$ cat src/rtl/gpb_pkg.sv
package gpb_pkg;

    localparam int WORD_W = 32;
    localparam int HALF_W = 16;

    typedef enum logic [2:0] {
        SEL_NONE,
        SEL_MASK_LO,
        SEL_MASK_HI,
        SEL_OUT_WORD,
        SEL_IN_WORD,
        SEL_DIR,
        SEL_OE
    } gpb_sel_e;

    typedef struct packed {
        logic [WORD_W-1:0] en;
        logic [WORD_W-1:0] val;
    } gpb_wr_s;

    function automatic int off_mask_lo(int bank);
        return 8 * bank;
    endfunction
    function automatic int off_mask_hi(int bank);
        return 4 + 8 * bank;
    endfunction
    function automatic int off_out_word(int bank);
        return 'h40 + 4 * bank;
    endfunction
    function automatic int off_in_word(int bank);
        return 'h60 + 4 * bank;
    endfunction
    function automatic int off_dir(int bank);
        return 'h204 + 'h40 * bank;
    endfunction
    function automatic int off_oe(int bank);
        return 'h208 + 'h40 * bank;
    endfunction

    // Per-bit update enables and values for the output register.
    function automatic gpb_wr_s out_write_vec(gpb_sel_e sel, logic [WORD_W-1:0] d);
        gpb_wr_s r;
        r.en  = '0;
        r.val = '0;
        case (sel)
            SEL_MASK_LO: begin
                r.en[HALF_W-1:0]  = ~d[WORD_W-1:HALF_W];
                r.val[HALF_W-1:0] = d[HALF_W-1:0];
            end
            SEL_MASK_HI: begin
                r.en[WORD_W-1:HALF_W]  = ~d[WORD_W-1:HALF_W];
                r.val[WORD_W-1:HALF_W] = d[HALF_W-1:0];
            end
            SEL_OUT_WORD: begin
                r.en  = '1;
                r.val = d;
            end
            default: ;
        endcase
        return r;
    endfunction

endpackage

$ cat src/rtl/gpb_decode.sv
module gpb_decode
    import gpb_pkg::*;
#(
    parameter int ADDR_W   = 12,
    parameter int BANK_IDX = 0
) (
    input  logic [ADDR_W-1:0] addr,
    output gpb_sel_e          sel
);
    localparam logic [ADDR_W-1:0] A_LO  = ADDR_W'(off_mask_lo(BANK_IDX));
    localparam logic [ADDR_W-1:0] A_HI  = ADDR_W'(off_mask_hi(BANK_IDX));
    localparam logic [ADDR_W-1:0] A_OUT = ADDR_W'(off_out_word(BANK_IDX));
    localparam logic [ADDR_W-1:0] A_IN  = ADDR_W'(off_in_word(BANK_IDX));
    localparam logic [ADDR_W-1:0] A_DIR = ADDR_W'(off_dir(BANK_IDX));
    localparam logic [ADDR_W-1:0] A_OE  = ADDR_W'(off_oe(BANK_IDX));

    always_comb begin
        if      (addr == A_LO)  sel = SEL_MASK_LO;
        else if (addr == A_HI)  sel = SEL_MASK_HI;
        else if (addr == A_OUT) sel = SEL_OUT_WORD;
        else if (addr == A_IN)  sel = SEL_IN_WORD;
        else if (addr == A_DIR) sel = SEL_DIR;
        else if (addr == A_OE)  sel = SEL_OE;
        else                    sel = SEL_NONE;
    end
endmodule

$ cat src/rtl/gpb_sync.sv
module gpb_sync #(
    parameter int WIDTH = 32
) (
    input  logic             clk,
    input  logic             rst,
    input  logic [WIDTH-1:0] d,
    output logic [WIDTH-1:0] q
);
    logic [WIDTH-1:0] stage1_q;
    logic [WIDTH-1:0] stage2_q;

    always_ff @(posedge clk) begin
        if (rst) begin
            stage1_q <= '0;
            stage2_q <= '0;
        end else begin
            stage1_q <= d;
            stage2_q <= stage1_q;
        end
    end
    assign q = stage2_q;

    // Warm-up count so the two-cycle look-back never reaches into reset.
    logic [1:0] warm_q;
    always_ff @(posedge clk) begin
        if (rst)              warm_q <= '0;
        else if (warm_q != 2) warm_q <= warm_q + 2'd1;
    end

    a_r5_two_flop_delay: assert property (@(posedge clk) disable iff (rst)
        (warm_q == 2) |-> (q == $past(d, 2)));
endmodule

$ cat src/rtl/gpb_regs.sv
module gpb_regs
    import gpb_pkg::*;
#(
    parameter int NUM_PINS = 32
) (
    input  logic                clk,
    input  logic                rst,
    input  logic                wr,
    input  gpb_sel_e            sel,
    input  logic [WORD_W-1:0]   wdata,
    output logic [NUM_PINS-1:0] out_q,
    output logic [NUM_PINS-1:0] dir_q,
    output logic [NUM_PINS-1:0] oe_q
);
    gpb_wr_s             wv;
    logic [NUM_PINS-1:0] out_d;

    always_comb wv = out_write_vec(wr ? sel : SEL_NONE, wdata);

    for (genvar i = 0; i < NUM_PINS; i++) begin : g_out_bit
        assign out_d[i] = wv.en[i] ? wv.val[i] : out_q[i];
    end

    always_ff @(posedge clk) begin
        if (rst) begin
            out_q <= '0;
            dir_q <= '0;
            oe_q  <= '0;
        end else begin
            out_q <= out_d;
            if (wr && sel == SEL_DIR) dir_q <= wdata[NUM_PINS-1:0];
            if (wr && sel == SEL_OE)  oe_q  <= wdata[NUM_PINS-1:0];
        end
    end

    a_r2_all_masked_holds: assert property (@(posedge clk) disable iff (rst)
        (wr && sel == SEL_MASK_LO && wdata[31:16] == 16'hFFFF) |=> $stable(out_q));
    a_r3_all_masked_holds: assert property (@(posedge clk) disable iff (rst)
        (wr && sel == SEL_MASK_HI && wdata[31:16] == 16'hFFFF) |=> $stable(out_q));
    a_r4_word_write_lands: assert property (@(posedge clk) disable iff (rst)
        (wr && sel == SEL_OUT_WORD) |=> (out_q == $past(wdata[NUM_PINS-1:0])));
    a_r10_idle_holds: assert property (@(posedge clk) disable iff (rst)
        (!wr || sel == SEL_NONE || sel == SEL_IN_WORD)
        |=> ($stable(out_q) && $stable(dir_q) && $stable(oe_q)));
endmodule

$ cat src/rtl/gpb_bank.sv
module gpb_bank
    import gpb_pkg::*;
#(
    parameter int NUM_PINS = 32,
    parameter int ADDR_W   = 12,
    parameter int BANK_IDX = 0
) (
    input  logic                clk,
    input  logic                rst,
    input  logic [ADDR_W-1:0]   bus_addr,
    input  logic                bus_wr,
    input  logic [31:0]         bus_wdata,
    input  logic                bus_rd,
    output logic [31:0]         bus_rdata,
    input  logic [NUM_PINS-1:0] pin_in,
    output logic [NUM_PINS-1:0] pin_out,
    output logic [NUM_PINS-1:0] pin_oe
);
    gpb_sel_e            sel;
    logic [NUM_PINS-1:0] out_q, dir_q, oe_q, in_s;
    logic [31:0]         rd_mux;
    logic [31:0]         rdata_q;

    gpb_decode #(.ADDR_W(ADDR_W), .BANK_IDX(BANK_IDX)) u_decode (
        .addr (bus_addr),
        .sel  (sel)
    );

    gpb_regs #(.NUM_PINS(NUM_PINS)) u_regs (
        .clk   (clk),
        .rst   (rst),
        .wr    (bus_wr),
        .sel   (sel),
        .wdata (bus_wdata),
        .out_q (out_q),
        .dir_q (dir_q),
        .oe_q  (oe_q)
    );

    gpb_sync #(.WIDTH(NUM_PINS)) u_sync (
        .clk (clk),
        .rst (rst),
        .d   (pin_in),
        .q   (in_s)
    );

    always_comb begin
        rd_mux = '0;
        case (sel)
            SEL_OUT_WORD: rd_mux[NUM_PINS-1:0] = out_q;
            SEL_IN_WORD:  rd_mux[NUM_PINS-1:0] = in_s;
            SEL_DIR:      rd_mux[NUM_PINS-1:0] = dir_q;
            SEL_OE:       rd_mux[NUM_PINS-1:0] = oe_q;
            default:      rd_mux = '0;
        endcase
    end

    always_ff @(posedge clk) begin
        if (rst)         rdata_q <= '0;
        else if (bus_rd) rdata_q <= rd_mux;
        else             rdata_q <= '0;
    end

    assign bus_rdata = rdata_q;
    assign pin_out   = out_q;
    assign pin_oe    = dir_q & oe_q;

    a_r9_idle_reads_zero: assert property (@(posedge clk) disable iff (rst)
        !bus_rd |=> (bus_rdata == 32'h0));
    a_r10_mask_port_reads_zero: assert property (@(posedge clk) disable iff (rst)
        (bus_rd && (sel == SEL_MASK_LO || sel == SEL_MASK_HI || sel == SEL_NONE))
        |=> (bus_rdata == 32'h0));
    if (NUM_PINS < 32) begin : g_narrow_chk
        a_r11_upper_bits_zero: assert property (@(posedge clk) disable iff (rst)
            bus_rdata[31:NUM_PINS] == '0);
    end
endmodule

$ cat config.mk
export PLATFORM = sky130hd
export DESIGN_NAME = gpb_bank
export DESIGN_NICKNAME = d
export VERILOG_FILES = /design/src/rtl/gpb_pkg.sv /design/src/rtl/gpb_decode.sv /design/src/rtl/gpb_sync.sv /design/src/rtl/gpb_regs.sv /design/src/rtl/gpb_bank.sv
export SDC_FILE = /design/constraint.sdc
export NUM_CORES = 1
export LEC_CHECK = 0
export BUFFER_PORTS_ARGS = -buffer_cell sky130_fd_sc_hd__buf_2
export CAP_MARGIN = 10
export CELL_PAD_IN_SITES_DETAIL_PLACEMENT = 1
export CELL_PAD_IN_SITES_GLOBAL_PLACEMENT = 2
export CORE_MARGIN = 3
export CORE_UTILIZATION = 23
export CTS_BUF_LIST = sky130_fd_sc_hd__clkbuf_16
export CTS_CLUSTER_DIAMETER = 60
export DETAILED_ROUTE_END_ITERATION = 16
export HOLD_SLACK_MARGIN = 0.08
export PLACE_DENSITY = 0.63
export SYNTH_ARGS = -nofsm -noshare
export SYNTH_HDL_FRONTEND = slang
export SYNTH_HIERARCHICAL = 1
export SYNTH_SLANG_ARGS = --single-unit
$ cat constraint.sdc
create_clock -name clk -period 3.2 [get_ports clk]
set_clock_uncertainty 0.15 [all_clocks]
set_input_delay 0.48 -clock clk [delete_from_list [all_inputs] [get_ports clk]]
set_output_delay 0.48 -clock clk [all_outputs]
set_load 0.02 [all_outputs]
== Word level (Yosys, flattened, before mapping) ==
Cells that the tools add are included.

* Flip-flop bits (word level): 192
* Input port bits: 80
* Output and inout port bits: 96
* Word-level logic and storage cells: 69

* Eq/ne operators: 12
* Muxes and demuxes: 12
* Bitwise logic cells: 3
* Reductions and logical operators: 5

{| class="wikitable"
|+ Operator list
! cell !! number
|-
| case mux 32 bit (4 select lines) || 1
|-
| case mux 16 bit (2 select lines) || 3
|-
| bitwise AND 32 bit || 1
|-
| equality test 12 x 10 -> 1 bit (second input constant) || 2
|-
| equality test 12 x 7 -> 1 bit (second input constant) || 2
|-
| 2-to-1 mux 3 bit || 7
|-
| 2-to-1 mux 16 bit || 1
|-
| NOT 16 bit || 1
|-
| equality test 12 x 3 -> 1 bit (second input constant) || 1
|-
| zero test 12 bit || 1
|-
| equality test 3 x 2 -> 1 bit (second input constant) || 3
|-
| equality test 3 bit (second input constant) || 3
|-
| OR reduction 2 bit || 2
|-
| equality test 3 x 1 -> 1 bit (second input constant) || 1
|-
| logical AND 1 bit || 2
|-
| NOT 1 bit || 1
|}

== Logic depth before layout (Yosys ltp) ==
Gate-level depths: netlist of run 1.

* Depth after elaboration: 11
* Depth in mapped cells: 9
* Gate-level depth less buffers: 6

== Cells and area by module ==
The synthesis of run 1 kept the hierarchy.

{| class="wikitable"
|+ By module, submodules not included
! module !! times used !! cells an instance !! area each (um^2) !! seq. area each (um^2)
|-
| gpb_regs || 1 || 470 || 3843.7 || 1921.8
|-
| gpb_bank || 1 || 220 || 1965.6 || 640.6
|-
| gpb_sync || 1 || 135 || 1918.1 || 1281.2
|-
| gpb_decode || 1 || 18 || 130.1 || 0.0
|}

== Least setup slack after synthesis of run 1 ==
No wires, ideal clock.

* Path kind: input -> register
* From: input port bus_addr[11]
* To: register rdata_q[0], in the netlist bus_rdata[0]
* Setup time: 0.120 ns
* Data arrival time: 2.154 ns
* Data required time: 2.930 ns
* Slack: 0.777 ns
* Cell stages on the path: 9
* Buffers on the path: 3
* Cells stage by stage: nor4_4 -> nand2_1 -> a21oi_1 -> buf_2 -> and3b_1 -> buf_6 -> o21ai_4 -> buf_6 -> a21oi_1

* Longest elaborated chain between the ends: 9
* Elaborated cells between the ends (all ways): 17
* Classes of those cells: eq/ne: 9; mux: 7; reduce/logical: 1

{| class="wikitable"
|+ RTL lines
! element !! line !! RTL
|-
| start: declaration || gpb_bank.sv:10 || <nowiki>input logic [ADDR_W-1:0] bus_addr,</nowiki>
|-
| equality test 12 x 10 -> 1 bit || gpb_decode.sv:23 || <nowiki>else if (addr == A_OE) sel = SEL_OE;</nowiki>
|-
| 2-to-1 mux 3 bit || gpb_decode.sv:23 ||
|-
| 2-to-1 mux 3 bit || gpb_decode.sv:22 || <nowiki>else if (addr == A_DIR) sel = SEL_DIR;</nowiki>
|-
| 2-to-1 mux 3 bit || gpb_decode.sv:21 || <nowiki>else if (addr == A_IN) sel = SEL_IN_WORD;</nowiki>
|-
| 2-to-1 mux 3 bit || gpb_decode.sv:20 || <nowiki>else if (addr == A_OUT) sel = SEL_OUT_WORD;</nowiki>
|-
| 2-to-1 mux 3 bit || gpb_decode.sv:19 || <nowiki>else if (addr == A_HI) sel = SEL_MASK_HI;</nowiki>
|-
| 2-to-1 mux 3 bit * || gpb_decode.sv:18 || <nowiki>if (addr == A_LO) sel = SEL_MASK_LO;</nowiki>
|-
| net sel[2] || gpb_bank.sv:19 || <nowiki>gpb_sel_e sel;</nowiki>
|-
| equality test 3 bit / equality test 3 x 2 -> 1 bit (equally long branches) || gpb_bank.sv:49 || <nowiki>case (sel)</nowiki>
|-
| case mux 32 bit (4 select lines) * || gpb_bank.sv:49 ||
|-
| end signal: assignment || gpb_bank.sv:60 || <nowiki>else if (bus_rd) rdata_q <= rd_mux;</nowiki>
|-
| end: declaration || gpb_bank.sv:22 || <nowiki>logic [31:0] rdata_q;</nowiki>
|}

The timed path passes the listed nets; every way through them passes the cells marked *.
A chain may end at the register's enable or synchronous reset.

== Worst setup path after layout of run 1 ==
* From: input port bus_addr[11]
* To: register rdata_q[12], in the netlist bus_rdata[12]

* Elaborated cells between the ends (all ways): 17
* Classes of those cells: eq/ne: 9; mux: 7; reduce/logical: 1

{| class="wikitable"
|+ RTL lines
! element !! line
|-
| equality test 12 x 10 -> 1 bit || gpb_decode.sv:22
|-
| 2-to-1 mux 3 bit || gpb_decode.sv:22
|-
| 2-to-1 mux 3 bit || gpb_decode.sv:21
|-
| 2-to-1 mux 3 bit || gpb_decode.sv:20
|-
| 2-to-1 mux 3 bit || gpb_decode.sv:19
|-
| 2-to-1 mux 3 bit * || gpb_decode.sv:18
|-
| net sel[0] || gpb_bank.sv:19
|-
| equality test 3 bit / equality test 3 x 2 -> 1 bit (equally long branches) || gpb_bank.sv:49
|-
| case mux 32 bit (4 select lines) * || gpb_bank.sv:49
|}

Marked as above.

==> impl_metrics.ini, run 1 <==
[logic_synthesis]
netlist-cell-type-count = 36
synth_nets = 923
synth_mux_area_frac = 0.0459
synth-edff-count = 0
yosysSeqAreaShare = 0.489
syn_area_sq_mm = 0.00786
synth_flop_cell = dfxtp_1
synth_area_per_cell_sq_um = 9.32
ys.warnings.count = 6
ys_seq_elements = 192
async_reset_ff_frac = 0
syn_inst = 843
synth_top_family_by_area = simple AND/OR/NAND/NOR gates
synth-simple-area-share = 0.248
synth_compound_area_frac = 0.163
yosysTopAreaCell = dfxtp_1
synthTopCellsByArea = dfxtp_1 (49%), nand2_1 (8.1%), a21oi_1 (7.7%)
synth.top_cell.area_share = 0.489
yosys.area_share.adder = 0
synth_xor_area_frac = 0.00111

[power]
p_leak_nw = 3.77
worst_ir_drop_vdd_v = 0.000362
powerDensity_mw_per_mm2 = 500

[timing]
worst_pin_slew_ps = 1110
final_hold_viol_count = 0
max_slew_margin = 0.260
rsz0062_at_grt = no
max_freq_ghz = 0.413
fin_crit_ps = 2420
tns_ps = 0
setup_viol = 0
finalMaxSlewViolations = 0
period_share = 0.757

[min_path]
holdCritPathClass = primary input to register

[grt]
grt-busiest-layer = met2
grtUsageTotal = 0.154
overflow = 0
met1_usage = 0.208
grt_pass1_wl_um = 42200
use_met3 = 0.0276
grt_max_degree = 76
use_met2 = 0.258
grt_pass1_vias = 6764
antenna_found_initial = 0

[drt]
firstDrtPassIters = 5
drc_errors = 0
drt-vias-per-instance = 4.53
wl_per_cell_um = 19.2
wl_um = 28200
drtAntennaViolNets = 0
num_vias = 6659
first_iter_violations = 321

[setup_path]
cp_max_fo = 32
crit_path_start_kind = primary input
worstSetupPathType = primary input to register
endpoint_kind = register
cp.arrival_ps = 2550
critPathRequiredTime_ps = 3320

[clock_network]
cts_root_buffer = clkbuf_16
cts_tree = built
clock-sinks = 192
post_cts_resized = 0
cts_buffers = 17
htreeDepth = 4
cts_buffer_depth = 2
path_clk_slew_ps = 80
clkLatencyLatePin_ps = 440

[cells_and_area]
layoutNonFillerInstCount = 1470
multi_input_area_sq_mm = 0.00362
drive_gt1_frac = 0.339
fin_nets = 1089
seqCellArea_sq_mm = 0.00384
diodes = 0
syn_to_final_growth_pct = 25.1
fillCellCount = 3908

[placed_design]
place_congestion = 0.804
port_buffers = 175
dp.cells = 1423
hpwl_um = 20100

[floorplan]
boundaryPins = 176
die_h_um = 191
fp-row-count = 67
die_x_um = 191
fp.dieArea_sq_mm = 0.0364
core_sq_mm = 0.0336
start_util = 0.234

[flow_run]
cap_violations = 0

[run_status]
status = finished clean
## routing by layer
layer,part of all wire,wire (um)
met3,0.040,1130
met1,0.47,13300
met2,0.48,13500
met4,0.0086,242
met5,0,0
## cells by family after synthesis
logic type,Yosys count
AOI/OAI and AO/OA,204
buffers and inverters,66
muxes,32
DFF,192
and+or+nand+nor,348
xor gates and xnor gates,1
## flip-flops by register name, summed over array words and instances (netlist names)
| name | cells |
|---|---|
| u_sync/q | 32 |
| u_regs/out_q | 32 |
| u_sync/stage1_q | 32 |
| bus_rdata | 32 |
| u_regs/oe_q | 32 |
| u_regs/dir_q | 32 |
## metrics by stage
step	setup slack (ps)	hold WS, ps	power [W]	cell area, sq um	utilization
floorplan	777	264	0.00264	7860	-
global placement	403	268	0.00278	9090	0.270
detailed placement	276	275	0.00278	9090	0.270
CTS	764	80.1	0.00500	9820	0.292
global route	564	82.0	0.00513	9830	0.293
finish	777	101	0.00492	9830	0.293
## layout make-up
type	count	area share
clock inverters	15	0.0169
flip-flops and latches	192	0.391
multi-input cells	585	0.368
clock buffers	17	0.0433
inverters	1	0.000382
repair buffers	212	0.123
well taps	448	0.0570
## worst max-delay path, cell delays in order
cell and delay, ps:
buf_2 110, nor4_4 290, nand3b_2 160, nor3_4 320, a21boi_1 160, o21ai_4 880, a21oi_1 120
## repair_timing
item,in CTS,in global routing
buffers inserted,0,0
hold buffers,14,1
hold endpoints to repair,14,1
## path summary, 6_finish.rpt
path	from	end	slack [ps]	cells past startpoint
worst max-delay path	bus_addr[11]	bus_rdata[12]	780	7
worst min-delay path	pin_in[5]	u_sync/stage1_q[5]	100	2
worst max register to register	u_regs/out_q[1]	u_regs/out_q[1]	2160	2
worst min register to register	u_sync/stage1_q[11]	u_sync/q[11]	290	1
## layout by cell type (no fill, tap or decap), types with 4 or more instances in the layout
cell,instances
inv_6,6
and2_1,39
a21oi_1,120
nand2_1,170
a32oi_1,41
buf_4,21
mux2_2,32
a21bo_2,15
nor2b_1,7
nand3b_1,4
nand3_1,26
nor3b_1,7
buf_2,174
nor2b_2,62
dfxtp_1,192
o21ai_0,14
inv_8,4
nand2b_1,16
dlygate4sd3_1,15
clkbuf_16,17
a31oi_1,9
## cells in the mapped netlist (all sizes together), types with 2 or more instances
cell and n:
a21bo 16, a21oi 121, a31oi 10, a32oi 41
and2 39, and3b 3, and4b 2, buf 48
clkbuf 17, dfxtp 192, mux2 32, nand2 170
nand2b 16, nand3 27, nand3b 5, nand4b 3
nor2 3, nor2b 69, nor3 2, nor3b 8
o21ai 15
## where the power goes
part           switching [W]  internal, W  leakage, nW  total [W]
Clock                0.00107      0.00112        0.294    0.00219
Combinational       0.000162     0.000115         1.91   0.000278
Sequential         0.0000222      0.00243         1.56    0.00246
Total                0.00125      0.00367         3.77    0.00492
No activity file was read; power rests on OpenSTA's default activity.
==> run 2, diff against run 1 <==
--- a/config.mk
+++ b/config.mk
@@ -15,7 +15,7 @@
 export CTS_CLUSTER_DIAMETER = 60
 export DETAILED_ROUTE_END_ITERATION = 16
 export HOLD_SLACK_MARGIN = 0.08
-export PLACE_DENSITY = 0.63
+export PLACE_DENSITY = 0.66
 export SYNTH_ARGS = -nofsm -noshare
 export SYNTH_HDL_FRONTEND = slang
 export SYNTH_HIERARCHICAL = 1
==> constraint.sdc (replaced) <==
create_clock -name clk -period 2.2 [get_ports clk]
set_clock_uncertainty 0.15 [all_clocks]
set_input_delay 0.33 -clock clk [delete_from_list [all_inputs] [get_ports clk]]
set_output_delay 0.33 -clock clk [all_outputs]
set_load 0.02 [all_outputs]
==> run 2 against run 1 <==
Utilization is 2.4 points higher. Non-clock buffer count is 74 higher. Sequential power is 46% higher. Setup slack worse by 600 ps. Worst hold slack better by 81 ps. First-iteration DRC count is 2.8% higher. Combinational power is 74% higher. Clock power is 44% higher. Power is 47% higher. Global-route usage is 0.64 points higher. Register-to-register slack worse by 1000 ps.
==> impl_metrics.ini, run 2 (same netlist as run 1, synthesis figures left out) <==
[cells_and_area]
design_area_sq_mm = 0.0106
drive_gt1_frac = 0.332
final_cell_mix = dfxtp_1 (192), buf_2 (174), nand2_1 (170), a21oi_1 (120), dlygate4sd3_1 (69)
fillCellCount = 3890
layout_commonest_cell = dfxtp_1
diodes = 0
syn_to_final_growth_pct = 35.4
fin_nets = 1163

[power]
worst_ir_drop_vdd_v = 0.000559
powerDensity_mw_per_mm2 = 678
p_leak_nw = 4.13
p_total_w = 0.00721

[floorplan]
die_x_um = 191
core_sq_mm = 0.0336
boundaryPins = 176
start_util = 0.234
die_h_um = 191
fp-row-count = 67
fp.dieArea_sq_mm = 0.0364

[drt]
wl_per_cell_um = 19.0
drc_errors = 0
wl_um = 29300
firstDrtPassIters = 4
drtAntennaViolNets = 0
drt-vias-per-instance = 4.48
first_iter_violations = 330
num_vias = 6918

[grt]
grt_max_degree = 96
overflow = 0
grtUsageTotal = 0.161
grt_pass1_vias = 7139
antenna_found_initial = 1
grt_pass1_wl_um = 43800

[clock_network]
cts_buffers = 17
cts_hold_buf = 69
clock-sinks = 192
post_cts_buffers = 0
cts_root_buffer = clkbuf_16
cts_tree = built
cts_buffer_depth = 2
htreeDepth = 4
clkLatencyLatePin_ps = 450
path_clk_slew_ps = 70
post_cts_resized = 0

[setup_path]
worstSetupPathType = primary input to register
reg2reg_depth = 2
critPathRequiredTime_ps = 2410
crit_family = simple AND/OR/NAND/NOR gates
cp_num_buf_inv = 3
slowest_stage = nor3_1
cp.arrival_ps = 2230
cp_max_fo = 15
crit_path_start_kind = primary input
cp_num_cells = 9
endpoint_kind = register
cp_cell_sequence = buf_2 > nor3_1 > nand3b_2 > nor3_4 > buf_12 > and4b_1 > buf_4 > nand2_1 > a21oi_1
critical-path-max-stage-delay_ps = 350

[timing]
fin_crit_ps = 2020
worst_pin_slew_ps = 636
finalMaxSlewViolations = 0
rsz0062_at_grt = no
max_freq_ghz = 0.494
max_slew_margin = 0.576
setup_viol = 0
period_share = 0.919
final_hold_viol_count = 0

[placed_design]
place_congestion = 0.838
port_buffers = 175
hpwl_um = 20900
dpl-instance-area_sq_mm = 0.00937

[min_path]
hold_depth = 3
holdCritPathClass = primary input to register

[run_status]
status = finished clean

[flow_run]
cap_violations = 0
## run 2: metal layers
layer,global-route usage,part of all wire
met1,0.204,0.45
met2,0.278,0.49
met3,0.0368,0.045
met4,0.0358,0.0077
met5,0,0.00034
## run 2: worst register-to-register path: stages, from the launching register on
cell and delay (ps):
dfxtp_1 470, a21bo_2 250, a21oi_1 130
## run 2: path summary, 6_finish.rpt
kind,start,to,slack (ps)
worst max-delay path,bus_addr[4],u_regs/dir_q[28],180
worst min-delay path,bus_wr,u_regs/out_q[19],180
worst max register to register,u_regs/out_q[1],u_regs/out_q[1],1130
worst min register to register,u_sync/stage1_q[30],u_sync/q[30],290
## run 2: final cells by class
| cell class | count | area, sq um | area share |
|---|---|---|---|
| Clock buffer | 17 | 425 | 0.0400 |
| Clock inverter | 15 | 158 | 0.0148 |
| Inverter | 1 | 3.75 | 0.000353 |
| Multi-Input combinational cell | 585 | 3620 | 0.341 |
| Sequential cell | 192 | 3840 | 0.361 |
| Tap cell | 448 | 561 | 0.0527 |
| Timing Repair Buffer | 286 | 2030 | 0.190 |
## run 2: where the power goes
group | internal (W) | leakage, nW | switching (W)
Combinational | 0.000234 | 2.29 | 0.000250
Clock | 0.00169 | 0.280 | 0.00146
Sequential | 0.00354 | 1.56 | 0.0000342
## run 2: through the flow
stage	util	hold slack, ps	cells	TNS [ps]	setup slack, ps
4_1_cts	0.317	153	1544	0	232
6_report	0.317	182	1544	0	177
5_1_grt	0.317	169	1544	0	96.8
2_1_floorplan	-	264	843	0	71.6
3_5_place_dp	0.279	273	1443	-11530	-236
3_3_place_gp	0.279	267	1443	-7500	-219
==> run 3, diff against run 2 <==
--- a/config.mk
+++ b/config.mk
@@ -5,17 +5,18 @@
 export SDC_FILE = /design/constraint.sdc
 export NUM_CORES = 1
 export LEC_CHECK = 0
+export ABC_AREA = 1
 export BUFFER_PORTS_ARGS = -buffer_cell sky130_fd_sc_hd__buf_2
 export CAP_MARGIN = 10
-export CELL_PAD_IN_SITES_DETAIL_PLACEMENT = 1
-export CELL_PAD_IN_SITES_GLOBAL_PLACEMENT = 2
+export CELL_PAD_IN_SITES_DETAIL_PLACEMENT = 0
+export CELL_PAD_IN_SITES_GLOBAL_PLACEMENT = 1
 export CORE_MARGIN = 3
 export CORE_UTILIZATION = 23
 export CTS_BUF_LIST = sky130_fd_sc_hd__clkbuf_16
 export CTS_CLUSTER_DIAMETER = 60
 export DETAILED_ROUTE_END_ITERATION = 16
 export HOLD_SLACK_MARGIN = 0.08
-export PLACE_DENSITY = 0.66
+export PLACE_DENSITY = 0.58
 export SYNTH_ARGS = -nofsm -noshare
 export SYNTH_HDL_FRONTEND = slang
 export SYNTH_HIERARCHICAL = 1
==> run 3 against run 2 <==
Synthesized cell count rose by 41%. Power fell by 0.97%. Count of clock-buffer cells in the layout did not move. Clock power rose by 1%. Critical path depth rose by 1. Routed wire length rose by 5.5%. Non-clock buffer count fell by 8. Highest routed layer unchanged.
==> impl_metrics.ini, run 3 <==
[run_status]
status = finished clean

[timing]
finalMaxSlewViolations = 0
rsz0062_at_grt = no
period_share = 0.861
worst_pin_slew_ps = 751
max_freq_ghz = 0.528
setup_viol = 0
max_slew_margin = 0.499
fin_crit_ps = 1890
final_hold_viol_count = 0

[drt]
wl_per_cell_um = 16.5
num_vias = 8327
drtAntennaViolNets = 0
wl_um = 30900
drt-vias-per-instance = 4.44
drc_errors = 0
firstDrtPassIters = 5
first_iter_violations = 447

[placed_design]
place_congestion = 0.824
dpl-instance-area_sq_mm = 0.00986
hpwl_um = 22000
port_buffers = 175

[logic_synthesis]
synth_most_common_cell = nor2_1
synth_nets = 1269
netlist-cell-type-count = 22
synth_flop_cell = dfxtp_1
synth_commonest_cells = nor2_1 (301), dfxtp_1 (192), nand2_1 (174)
synth_area_per_cell_sq_um = 6.98
yosysSeqAreaShare = 0.463
synth-edff-count = 0
async_reset_ff_frac = 0
syn_area_sq_mm = 0.00830
synth.top_cell.area_share = 0.463
ys_seq_elements = 192
synthTopCellsByArea = dfxtp_1 (46%), nor2_1 (14%), nand2_1 (7.9%)
ys.warnings.count = 6
yosysTopAreaCell = dfxtp_1
syn_inst = 1189

[floorplan]
die_h_um = 196
die_x_um = 196
fp-row-count = 68
core_sq_mm = 0.0351
start_util = 0.237
fp.dieArea_sq_mm = 0.0384
boundaryPins = 176

[cells_and_area]
syn_to_final_growth_pct = 33.7
drive_gt1_frac = 0.189
layout_commonest_cell = nor2_1
design_area_sq_mm = 0.0111
multi_input_area_sq_mm = 0.00339
fin_nets = 1486
fillCellCount = 3872
postLayoutCoreUtil = 0.316
diodes = 0
final_cell_mix = nor2_1 (301), dfxtp_1 (192), buf_2 (175), nand2_1 (174), inv_1 (146)
seqCellArea_sq_mm = 0.00384

[setup_path]
crit_path_start_kind = primary input
critPathRequiredTime_ps = 2390
reg2reg_depth = 4
cp_cell_sequence = buf_2 > inv_1 > nand2_1 > nor2_1 > nand3_1 > nand3_2 > nor2_2 > nand3_1 > a21oi_1 > nor2_1
critical-path-max-stage-delay_ps = 640
worstSetupPathType = primary input to register
endpoint_kind = register
cp.arrival_ps = 2090
cp_max_fo = 16
slowest_stage = nor2_2

[clock_network]
clock-sinks = 192
cts_buffers = 17
clkLatencyLatePin_ps = 450
path_clk_slew_ps = 80
post_cts_resized = 0
cts_root_buffer = clkbuf_16
cts_tree = built
cts_buffer_depth = 2
htreeDepth = 4

[min_path]
hold_depth = 3
holdCritPathClass = primary input to register

[grt]
grtUsageTotal = 0.160
grt_pass1_vias = 8095
grt_max_degree = 65
antenna_found_initial = 1
grt_pass1_wl_um = 47700
overflow = 0

[power]
p_leak_nw = 5.53
worst_ir_drop_vdd_v = 0.000555
powerDensity_mw_per_mm2 = 644

[flow_run]
cap_violations = 0
==> run 3: changes by cell type after synthesis, sizes merged, moves of 10 or more <==
cell    delta
a32oi     -41
inv      +154
nand3     +57
a21bo     -16
nor2     +304
mux2      -32
o21ai     +51
nand2b    -16
a31oi     -10
buf       +18
nand4     +97
nor2b     -69
and2      -39
a21oi     -91
==> run 3: worst max-delay path: cells and delay by family <==
kind                   cells  cell delay (ps)
and+or+nand+nor            7             1430
buffers and inverters      2              140
AOI/OAI and AO/OA          1              170
==> run 3: cells by family after synthesis <==
logic type | Yosys count | share of synthesized area
AND/OR/NAND/NOR | 665 | 0.348
buffers and inverters | 236 | 0.131
flip-flops | 192 | 0.463
AO/OA/AOI/OAI | 96 | 0.0579
==> run 3: power breakdown <==
part	internal [W]	leakage, nW	total [W]	switching (W)
logic	0.000183	3.69	0.000412	0.000229
clock network	0.00162	0.286	0.00319	0.00157
registers	0.00353	1.56	0.00354	0.0000154
total	0.00533	5.53	0.00714	0.00181
==> run 3: through the flow <==
step                hold WS, ps  cells  setup TNS (ps)  setup WS [ps]  power [W]
finish                      103   1874               0            305    0.00714
global route                113   1874               0           90.9    0.00745
CTS                        88.6   1874               0            334    0.00726
detailed placement          244   1779           -3060           -150    0.00395
global placement            246   1779           -2260           -137    0.00395
floorplan                   238   1189               0            375    0.00378
==> run 3: timing repair <==
item / in CTS / in global routing
buffers inserted: 0 / 0
hold buffers: 63 / 0
endpoints found under the hold margin: 105 / 0
==> run 3: path summary, 6_finish.rpt <==
check / from / end / slack, ps
setup / recovery: bus_addr[10] / u_regs/out_q[1] / 310
hold / removal: bus_wdata[17] / u_regs/oe_q[17] / 100
setup reg to reg: u_regs/out_q[25] / bus_rdata[25] / 1170
hold reg to reg: u_sync/stage1_q[19] / u_sync/q[19] / 240
==> run 3: area by class of cell <==
class	count	area share
clock buffers	17	0.0384
clock inverters	15	0.0156
inverters	156	0.0528
multi-input cells	761	0.305
flip-flops and latches	192	0.347
well taps	455	0.0513
repair buffers	278	0.190
==> run 3: routing by layer <==
metal  GRT usage  up-vias  part of all wire  wire length (um)
met5           0        -           0.00042                13
met4      0.0364        2             0.011               331
met3      0.0355       21             0.043              1310
met2       0.271      162              0.48             14700
met1       0.210     3956              0.47             14500
li1            -     4186                 -                 -
